File: config.mk
export PLATFORM = sky130hd
export DESIGN_NAME = tapsel_pair
export DESIGN_NICKNAME = d
export VERILOG_FILES = /design/src/rtl/tapsel_pair.sv
export SDC_FILE = /design/constraint.sdc
export NUM_CORES = 1
export LEC_CHECK = 0
export ABC_AREA = 1
export BUFFER_PORTS_ARGS = -buffer_cell sky130_fd_sc_hd__buf_2
export CAP_MARGIN = 20
export CORE_AREA = 5 5 188 190
export DETAILED_ROUTE_END_ITERATION = 16
export DIE_AREA = 0 0 193 195
export GPL_ROUTABILITY_DRIVEN = 0
export SLEW_MARGIN = 20
export SYNTH_ARGS = -nofsm -noshare
export SYNTH_HDL_FRONTEND = slang
export SYNTH_SLANG_ARGS = --single-unit
File: constraint.sdc
create_clock -name clk -period 1.8 [get_ports clk]
set_input_delay 0 -clock clk [delete_from_list [all_inputs] [get_ports clk]]
set_output_delay 0 -clock clk [all_outputs]
set_load 0.02 [all_outputs]
File: src/rtl/tapsel_pair.sv
module tapsel_pair #(
  parameter int TAPS = 128,
  localparam int AW = $clog2(TAPS),
  localparam int IW = AW + 1
) (
  input  logic          clk,
  input  logic          rst,
  input  logic          smp_en,
  input  logic          x1,
  input  logic          x2,
  input  logic [IW-1:0] tap_idx,
  output logic          y_swept,
  output logic          y_base
);

  logic [TAPS-1:0] ch1, ch2, ch2_rev, sel;

  wire          neg = tap_idx[IW-1];
  wire [AW-1:0] adr = tap_idx[AW-1:0];

  always_comb begin
    sel = '0;
    sel[adr] = 1'b1;
  end

  for (genvar k = 0; k < TAPS; k++) begin : g_rev
    assign ch2_rev[k] = ch2[TAPS-1-k];
  end

  wire hit1     = |(sel & ch1);
  wire hit2     = |(sel & ch2_rev);
  wire sw_nxt   = neg ? hit2 : hit1;
  wire base_nxt = neg ? ch1[0] : ch2[0];

  always_ff @(posedge clk) begin
    if (rst) begin
      ch1     <= '0;
      ch2     <= '0;
      y_swept <= 1'b0;
      y_base  <= 1'b0;
    end else if (smp_en) begin
      ch1     <= {ch1[TAPS-2:0], x1};
      ch2     <= {ch2[TAPS-2:0], x2};
      y_swept <= sw_nxt;
      y_base  <= base_nxt;
    end
  end

  assert_clear_R1: assert property (@(posedge clk)
    rst |=> (ch1 == '0 && ch2 == '0 && !y_swept && !y_base));

  assert_shift_R2: assert property (@(posedge clk) disable iff (rst)
    smp_en |=> (ch1 == {$past(ch1[TAPS-2:0]), $past(x1)} &&
                ch2 == {$past(ch2[TAPS-2:0]), $past(x2)}));

  assert_idle_R2: assert property (@(posedge clk) disable iff (rst)
    !smp_en |=> ($stable(ch1) && $stable(ch2)));

  assert_pos_base_R3: assert property (@(posedge clk) disable iff (rst)
    (smp_en && !tap_idx[IW-1]) |=> y_base == $past(ch2[0]));

  assert_pos_zero_R3: assert property (@(posedge clk) disable iff (rst)
    (smp_en && tap_idx == '0) |=> y_swept == $past(ch1[0]));

  assert_neg_base_R4: assert property (@(posedge clk) disable iff (rst)
    (smp_en && tap_idx[IW-1]) |=> y_base == $past(ch1[0]));

  assert_neg_last_R7: assert property (@(posedge clk) disable iff (rst)
    (smp_en && tap_idx == {1'b1, {AW{1'b0}}}) |=> y_swept == $past(ch2[TAPS-1]));

  assert_hold_R5: assert property (@(posedge clk) disable iff (rst)
    !smp_en |=> ($stable(y_swept) && $stable(y_base)));

endmodule

* Word level (Yosys, flattened, before mapping)
Cells that the tools add are included.
** Word-level totals
- Output and inout bits :: 2
- Register bits after elaboration :: 258
** Operators by class
- Reduce and logical (&&, ||, !) cells :: 3
- Order comparisons :: 2
- Mux-type cells :: 4
- Bitwise gates (word level) :: 2
** Operators by type and width (number)
- $and 128x128->128 :: 2
- $reduce_or 128->1 :: 2
- $lt 7x8->1 const B :: 1
- $demux 1 s7 :: 1
- $ge 7x1->1 const B :: 1
- $mux 1 :: 3
- $logic_and 1x1->1 :: 1

* Longest topological paths before layout
Gate-level depths: netlist of run 1.
- Depth after elaboration :: 7
- Mapped depth :: 14

* Least setup slack after synthesis of run 1
OpenSTA, ideal clock, no wires.
- Path kind :: in2reg
- Start point :: input smp_en
- End point :: register ch2[73]
- Slack :: 575 ps
- Buffers on the path :: 4
- Data arrival time :: 1160 ps
- Cell stages on the path :: 7
- Path through :: clkbuf_1 inv_1 clkbuf_1 clkbuf_1 buf_1 nor2_1 nor2_1
** RTL lines
- from (decl) :: line 8 : input logic smp_en,
- to (signal assigned) :: line 43 : ch2 <= {ch2[TAPS-2:0], x2};
- to (decl) :: line 16 : logic [TAPS-1:0] ch1, ch2, ch2_rev, sel;

* Worst setup path in the final report of run 1
- Start point :: input tap_idx[2]
- End point :: register y_swept
** Between the ends
- Longest elaborated chain between the ends :: 7
- Elaborated cells between the ends (all ways) :: 10
- Classes of those cells :: order compare: 2; mux: 3; bitwise: 2; reduce/logical: 3
** Ends and longest elaborated chain
- from (decl) :: line 11 : input logic [IW-1:0] tap_idx,
- $lt 7x8->1 (implied by the code) / $ge 7x1->1 (equally long branches) :: line 23 : sel[adr] = 1'b1;
- $logic_and 1x1->1 (implied by the code) :: line 23
- $mux 1 (implied by the code) :: line 23
- $demux 1 s7 * :: line 23
- $and 128x128->128 (on tied branches) :: line 30, 31
- $reduce_or 128->1 (on tied branches) :: line 30, 31
- $mux 1 * :: line 32 : wire sw_nxt = neg ? hit2 : hit1;
- to (signal assigned) :: line 44 : y_swept <= sw_nxt;
- to (decl) :: line 12 : output logic y_swept,
Mark *: on every way between the ends. The rest lies on a longest branch, timed or not.
A chain may end at the register's enable or synchronous reset.

==> results.sh, run 1 <==
export IMPL_ys_ff_latch=258
export IMPL_finalNonFillerCells=2146
export IMPL_slew_viol_final=0
export IMPL_synth_warnings=0
export IMPL_track_usage_pct=19.47
export IMPL_cpPeakStageDelay_ns=0.80
export IMPL_path_clk_slew_ns=0.06
export IMPL_wl_um=37320
export IMPL_dr_first_iter_drc_count=1320
export IMPL_clk_latency_ns=0.55
export IMPL_worstPathMaxFanout=17
export IMPL_max_cap_viol_count=0
export IMPL_io_buffers=14
export IMPL_start_util_pct=34.58
export IMPL_cts_setup_buffers=0
export IMPL_drive_above_1_share_pct=9.423
export IMPL_combinationalPowerShare_pct=9.0
export IMPL_async_reset_ff_share_pct=0
export IMPL_power_per_cell_area_mw_per_mm2=1013
export IMPL_dr_pass1_iters=6
export IMPL_coreArea_mm2=0.03328
export IMPL_rsz0062_at_grt="false"
export IMPL_num_rows=67
export IMPL_fin_ws_ns=0.1221
export IMPL_clk_path_buf_depth=3
export IMPL_syn_instance_count=1689
export IMPL_syn_avg_cell_area_um2=6.815
export IMPL_status="complete, no violations"
export IMPL_overflow=0
export IMPL_cts_hold_buf=7
export IMPL_setup_violations=0
export IMPL_synth_flop_cell="dfxtp_1"
export IMPL_drc=0
export IMPL_cp_common_cell="nand2_1"
export IMPL_crit_required_ns=2.29
export IMPL_yosysUniqueCellTypes=24
export IMPL_place_ws_ns=-0.3677
export IMPL_htree_levels=1
export IMPL_worstMarginPinSlew_ns=1.051
export IMPL_cts_sinks=258
export IMPL_clock_skew_ns=0.01621
export IMPL_viasPerCell=5.245
export IMPL_die_w_um=193
export IMPL_nFillCells=3455
export IMPL_crit_type="input port to flip-flop"
export IMPL_power_internal_mw=10.08
export IMPL_p_leak_nw=5.889
export IMPL_num_io_pins=15
export IMPL_start_kind="input port"
export IMPL_relSlewSlack_pct=29.86
export IMPL_cts_made_buffers=29
export IMPL_cpMaxStageDelayCell="nor2_2"
export IMPL_holdCritPathClass="input port to flip-flop"
export IMPL_grt_pass1_wl_um=59820
export IMPL_place_hpwl_um=24500
export IMPL_dp_cells=2089
export IMPL_drt_antenna_violating_nets=0
export IMPL_diodes=0
export IMPL_power_switching_mw=3.515
export IMPL_fin_crit_ns=1.678
export IMPL_yosys_top_cells_area="dfxtp_1, nor2_1, o21ai_0, nand3_1, nand2_1"
export IMPL_synth_top_area_share_pct=44.87
export IMPL_final_period_utilization_pct=93.22
export IMPL_clock_fmax_ghz=0.5960
export IMPL_syn_nets=1702
export IMPL_crit_buf_inv=3
export IMPL_synth_edf_count=0
export IMPL_num_vias=11260
export IMPL_grt_max_degree=103
export IMPL_hold_viol=0
export IMPL_cts_resized=0
export IMPL_end_kind="flip-flop"
export IMPL_cp_arrival_ns=2.17
export IMPL_crit_chain="buf_2, inv_1, nand2_1, nor2_2, buf_12, nand3_1, nand2_1, nor2_1, nand2_1, nor2_1, nand2_1, nor2_1, nand3_1, nand2_1, a21oi_2"
export IMPL_die_h_um=195
export IMPL_seq_power_share_pct=47.0
export IMPL_ctsRootBufferMaster="clkbuf_16"
export IMPL_ys_seq_area_share_pct=44.87
export IMPL_synth_top_cell_by_area="dfxtp_1"
export IMPL_cts_tree="yes"
export IMPL_antenna_found_initial=0
export IMPL_final_nets=1692
export IMPL_grt_pass1_vias=10520
export IMPL_dieArea_mm2=0.03764
export IMPL_drt_wirelength_per_cell_um=17.39
export IMPL_critPathTopFamily="simple AND/OR/NAND/NOR gates"
export IMPL_synth_area_mm2=0.01151
export IMPL_pwr_share_clk_pct=44.0
export IMPL_areaGrowthSynthToFinish_pct=16.59
export IMPL_irDropWorstVdd_uv=672.5
export IMPL_netSwitchingFraction_pct=25.86
[power by group through the flow]
stage / clock network [mW] / logic (mW) / registers [mW]
6_report: 5.98 / 1.22 / 6.39
5_1_grt: 6.32 / 1.37 / 6.43
4_1_cts: 6.04 / 1.21 / 6.39
3_5_place_dp: 0 / 1.19 / 6.51
3_3_place_gp: 0 / 1.17 / 6.50
2_1_floorplan: 0 / 0.814 / 6.38
[logic make-up (layout without fill, tap and decap cells)]
logic type      count (synthesis)  count (layout)  share of synthesized area, %
simple gates                  997             997                         36.80
compound gates                284             284                         12.41
flops                         258             258                         44.87
buf+inv                       150             159                         5.914
[worst reg2reg max path, stage by stage, from the launching register on]
cell and delay [ns]:
dfxtp_1 0.30, inv_1 0.18, nor3_1 0.12, nor3_1 0.30
nand4_1 0.12, nor2_1 0.11, nand3_1 0.15, nand2_1 0.11
a21oi_2 0.05
[layer usage]
layer / track usage [%] / part of all wire [%] / vias up / wire length [um]
li1: - / - / 5529 / -
met1: 29.74 / 46 / 5228 / 17340
met2: 28.26 / 43 / 421 / 15960
met3: 3.250 / 8.2 / 77 / 3056
met4: 5.245 / 2.6 / 0 / 962
met5: 0 / 0 / - / 0
[placed cells by master, fill, tap and decap left out, drive strengths merged]
cell,n
clkinv,5
nor3,6
nand4,7
nand3b,2
o21ai,257
nand3,254
and3,1
inv,25
o211ai,1
a21oi,25
a31oi,1
nor2,566
dlygate4sd3,7
clkbuf,41
clkinvlp,2
nand2,161
bufinv,2
dfxtp,258
buf,77
[per-stage QoR]
| step | utilization [%] | hold slack [ns] | setup TNS [ns] | instance area (um^2) | power (mW) |
|---|---|---|---|---|---|
| 2_1_floorplan | - | 0.1349 | 0 | 11510 | 7.195 |
| 3_3_place_gp | 37.22 | 0.2330 | -0.3661 | 12390 | 7.674 |
| 3_5_place_dp | 37.22 | 0.2518 | -0.3677 | 12390 | 7.700 |
| 4_1_cts | 40.32 | 0.2648 | 0 | 13420 | 13.64 |
| 5_1_grt | 40.32 | 0.3131 | 0 | 13420 | 14.12 |
| 6_report | 40.32 | 0.2674 | 0 | 13420 | 13.59 |
[worst paths after layout]
| kind | cells after the start | to | from | slack (ns) |
|---|---|---|---|---|
| max reg2reg | 8 | y_swept$_SDFFE_PP0P_ | ch1[69]$_SDFFE_PP0P_ | 0.26 |
| max | 15 | y_swept$_SDFFE_PP0P_ | tap_idx[2] | 0.12 |
| min reg2reg | 2 | ch2[122]$_SDFFE_PP0P_ | ch2[121]$_SDFFE_PP0P_ | 0.47 |
| min | 4 | ch1[0]$_SDFFE_PP0P_ | x1 | 0.27 |
[Yosys cell counts, types with 2 or more instances]
library cell  number
nand2_1          153
nor3_1             6
dfxtp_1          258
nand4_1            7
nor2_4            13
buf_2             34
o21ai_0          257
nand2_4            3
nor2_1           550
nor2_2             3
nand3_1          254
buf_4              6
clkbuf_1          76
inv_2              2
a21oi_1           24
nand3b_1           2
buf_6              7
nand2_2            5
buf_1              2
inv_1             23
[state kept, by name (all words and copies together) (netlist names)]
register and cells:
y_swept 1, ch1 128, y_base 1, ch2 128
[final cells by class]
type	count	area [um^2]	share of cell area [%]
multi-input combinational	1281	5682	42.34
sequential	258	5165	38.49
timing repair buffer	84	944.7	7.040
clock buffer	41	860.8	6.415
tap	448	560.5	4.177
inverter	25	106.4	0.7925
clock inverter	9	100.1	0.7459
Power figures use the tool's default switching activity.
==> run 2: changes to the inputs <==
--- a/config.mk
+++ b/config.mk
@@ -6,12 +6,14 @@
 export NUM_CORES = 1
 export LEC_CHECK = 0
 export ABC_AREA = 1
+export ABC_CLOCK_PERIOD_IN_PS = 1800
 export BUFFER_PORTS_ARGS = -buffer_cell sky130_fd_sc_hd__buf_2
 export CAP_MARGIN = 20
 export CORE_AREA = 5 5 188 190
 export DETAILED_ROUTE_END_ITERATION = 16
 export DIE_AREA = 0 0 193 195
 export GPL_ROUTABILITY_DRIVEN = 0
+export REMOVE_ABC_BUFFERS = 1
 export SLEW_MARGIN = 20
 export SYNTH_ARGS = -nofsm -noshare
 export SYNTH_HDL_FRONTEND = slang
==> run 2 against run 1 <==
  * Hold slack got worse by 0.047 ns
  * Routed wire length decreased by 0.44%
  * Register-to-register slack got worse by 0.02 ns
==> results.sh, run 2 (same netlist as run 1, synthesis figures left out) <==
export IMPL_worstMarginPinSlew_ns=1.017
export IMPL_antenna_found_initial=0
export IMPL_place_ws_ns=-0.2662
export IMPL_timing_rr_end="y_swept$_SDFFE_PP0P_"
export IMPL_io_buffers=14
export IMPL_place_area_mm2=0.01216
export IMPL_fin_crit_ns=1.561
export IMPL_coreArea_mm2=0.03328
export IMPL_num_io_pins=15
export IMPL_areaGrowthSynthToFinish_pct=14.14
export IMPL_num_vias=11210
export IMPL_dr_pass1_iters=5
export IMPL_cp_common_cell="nor3_1"
export IMPL_cp_arrival_ns=1.99
export IMPL_start_kind="flip-flop"
export IMPL_cpMaxStageDelayCell="dfxtp_1"
export IMPL_power_switching_mw=3.453
export IMPL_r2r_cells=8
export IMPL_end_kind="flip-flop"
export IMPL_relSlewSlack_pct=32.10
export IMPL_reg_top3="ch1: 128 flops, ch2: 128 flops"
export IMPL_wl_met2_um=17240
export IMPL_setup_violations=0
export IMPL_hold_viol=0
export IMPL_final_period_utilization_pct=86.75
export IMPL_crit_type="flip-flop to flip-flop"
export IMPL_dr_first_iter_drc_count=1107
export IMPL_grt_pass1_vias=10350
export IMPL_min_delay_start="x1"
export IMPL_final_cell_mix="nor2_1, dfxtp_1, o21ai_0"
export IMPL_place_hpwl_um=23560
export IMPL_crit_chain="inv_1, nor3_1, nor3_1, nand4_1, nor2_1, nand3_1, nand2_1, a21oi_2"
export IMPL_r2r_setup_slack_ns=0.24
export IMPL_dieArea_mm2=0.03764
export IMPL_slew_viol_final=0
export IMPL_ctsRootBufferMaster="clkbuf_16"
export IMPL_worstPathMaxFanout=3
export IMPL_drc=0
export IMPL_cts_tree="yes"
export IMPL_cts_setup_buffers=0
export IMPL_clk_path_buf_depth=3
export IMPL_wl_um=37160
export IMPL_worstHoldEndpoint="ch1[0]$_SDFFE_PP0P_"
export IMPL_drt_wirelength_per_cell_um=17.46
export IMPL_dr_max_layer_used="met4"
export IMPL_seq_power_share_pct=47.7
export IMPL_final_nets=1672
export IMPL_rsz0062_at_grt="false"
export IMPL_power_per_cell_area_mw_per_mm2=1018
export IMPL_clock_fmax_ghz=0.6404
export IMPL_overflow=0
export IMPL_drt_antenna_violating_nets=0
export IMPL_drive_above_1_share_pct=8.512
export IMPL_finalNonFillerCells=2128
export IMPL_track_usage_pct=19.23
export IMPL_final_common_cell="nor2_1"
export IMPL_irDropWorstVdd_uv=741.5
export IMPL_cts_hold_buf=5
export IMPL_total_power_mw=13.37
export IMPL_fin_ws_ns=0.2386
export IMPL_dp_cells=2073
export IMPL_met3WireLength_um=2457
export IMPL_r2r_start="ch1[69]$_SDFFE_PP0P_"
export IMPL_grt_pass1_wl_um=58960
export IMPL_netSwitchingFraction_pct=25.82
export IMPL_status="complete, no violations"
export IMPL_setup_tns_final_ns=0
export IMPL_num_rows=67
export IMPL_start_util_pct=34.58
export IMPL_pwr_share_clk_pct=43.5
export IMPL_power_internal_mw=9.921
export IMPL_min_delay_path_depth=4
export IMPL_die_h_um=195
export IMPL_cpPeakStageDelay_ns=0.30
export IMPL_die_w_um=193
export IMPL_viasPerCell=5.269
export IMPL_wirelength_met1_um=16100
export IMPL_grt_max_degree=138
export IMPL_htree_levels=1
export IMPL_cts_made_buffers=27
export IMPL_final_area_mm2=0.01314
export IMPL_max_cap_viol_count=0
export IMPL_cts_resized=0
export IMPL_path_clk_slew_ns=0.07
export IMPL_cts_sinks=258
export IMPL_diodes=0
export IMPL_crit_required_ns=2.22
export IMPL_holdCritPathClass="input port to flip-flop"
export IMPL_clock_skew_ns=0.02161
export IMPL_combinationalPowerShare_pct=8.8
export IMPL_clk_latency_ns=0.55
export IMPL_p_leak_nw=5.745
run 2: cell count changes in the layout (fill, tap and decap cells not counted), sizes merged:
| cell | before | now |
|---|---|---|
| buf | 77 | 61 |
| clkinv | 5 | 4 |
| dlygate4sd3 | 7 | 5 |
| inv | 25 | 26 |
run 2: power groups by stage:
stage	clock network, mW	logic, mW	registers [mW]
final	5.82	1.18	6.38
after CTS	5.90	1.17	6.37
after floorplan	0	0.783	6.38
after detailed placement	0	1.16	6.49
after global placement	0	1.14	6.49
after global routing	6.14	1.33	6.42
run 2: worst max path at each step:
stage,start,end,slack [ns]
6_report,ch1[69]$_SDFFE_PP0P_,y_swept$_SDFFE_PP0P_,0.24
2_1_floorplan,smp_en,ch1[109]$_SDFFE_PP0P_,-2.35
4_1_cts,tap_idx[2],y_swept$_SDFFE_PP0P_,0.30
5_1_grt,tap_idx[0],y_swept$_SDFFE_PP0P_,0.09
3_5_place_dp,tap_idx[2],y_swept$_SDFFE_PP0P_,-0.27
3_3_place_gp,tap_idx[2],y_swept$_SDFFE_PP0P_,-0.28
run 2: per-layer routing:
layer  track usage, %  vias to the layer above
li1                 -                     5475
met1            26.71                     5231
met2            31.16                      417
met3            2.339                       90
met4            6.189                        0
met5                0                        -
run 2: final cells by class:
class | count | area (um^2)
clock inverters | 9 | 103.9
fillers | 3515 | 20140
repair buffers | 66 | 691.9
multi-input cells | 1281 | 5682
clock buffers | 41 | 828.3
inverters | 25 | 106.4
well taps | 448 | 560.5
flip-flops and latches | 258 | 5165
run 2: through the flow:
stage	utilization, %	hold slack [ns]
floorplan	-	0.08423
global placement	36.52	0.2327
detailed placement	36.52	0.2307
CTS	39.48	0.2129
global route	39.48	0.2468
finish	39.48	0.2209
run 2: worst max-delay path, delay by kind of cell (launching register included):
family | cells | cell delay, ns
AOI/OAI and AO/OA | 1 | 0.05
and+or+nand+nor | 6 | 0.97
DFF | 1 | 0.30
buffers and inverters | 1 | 0.15
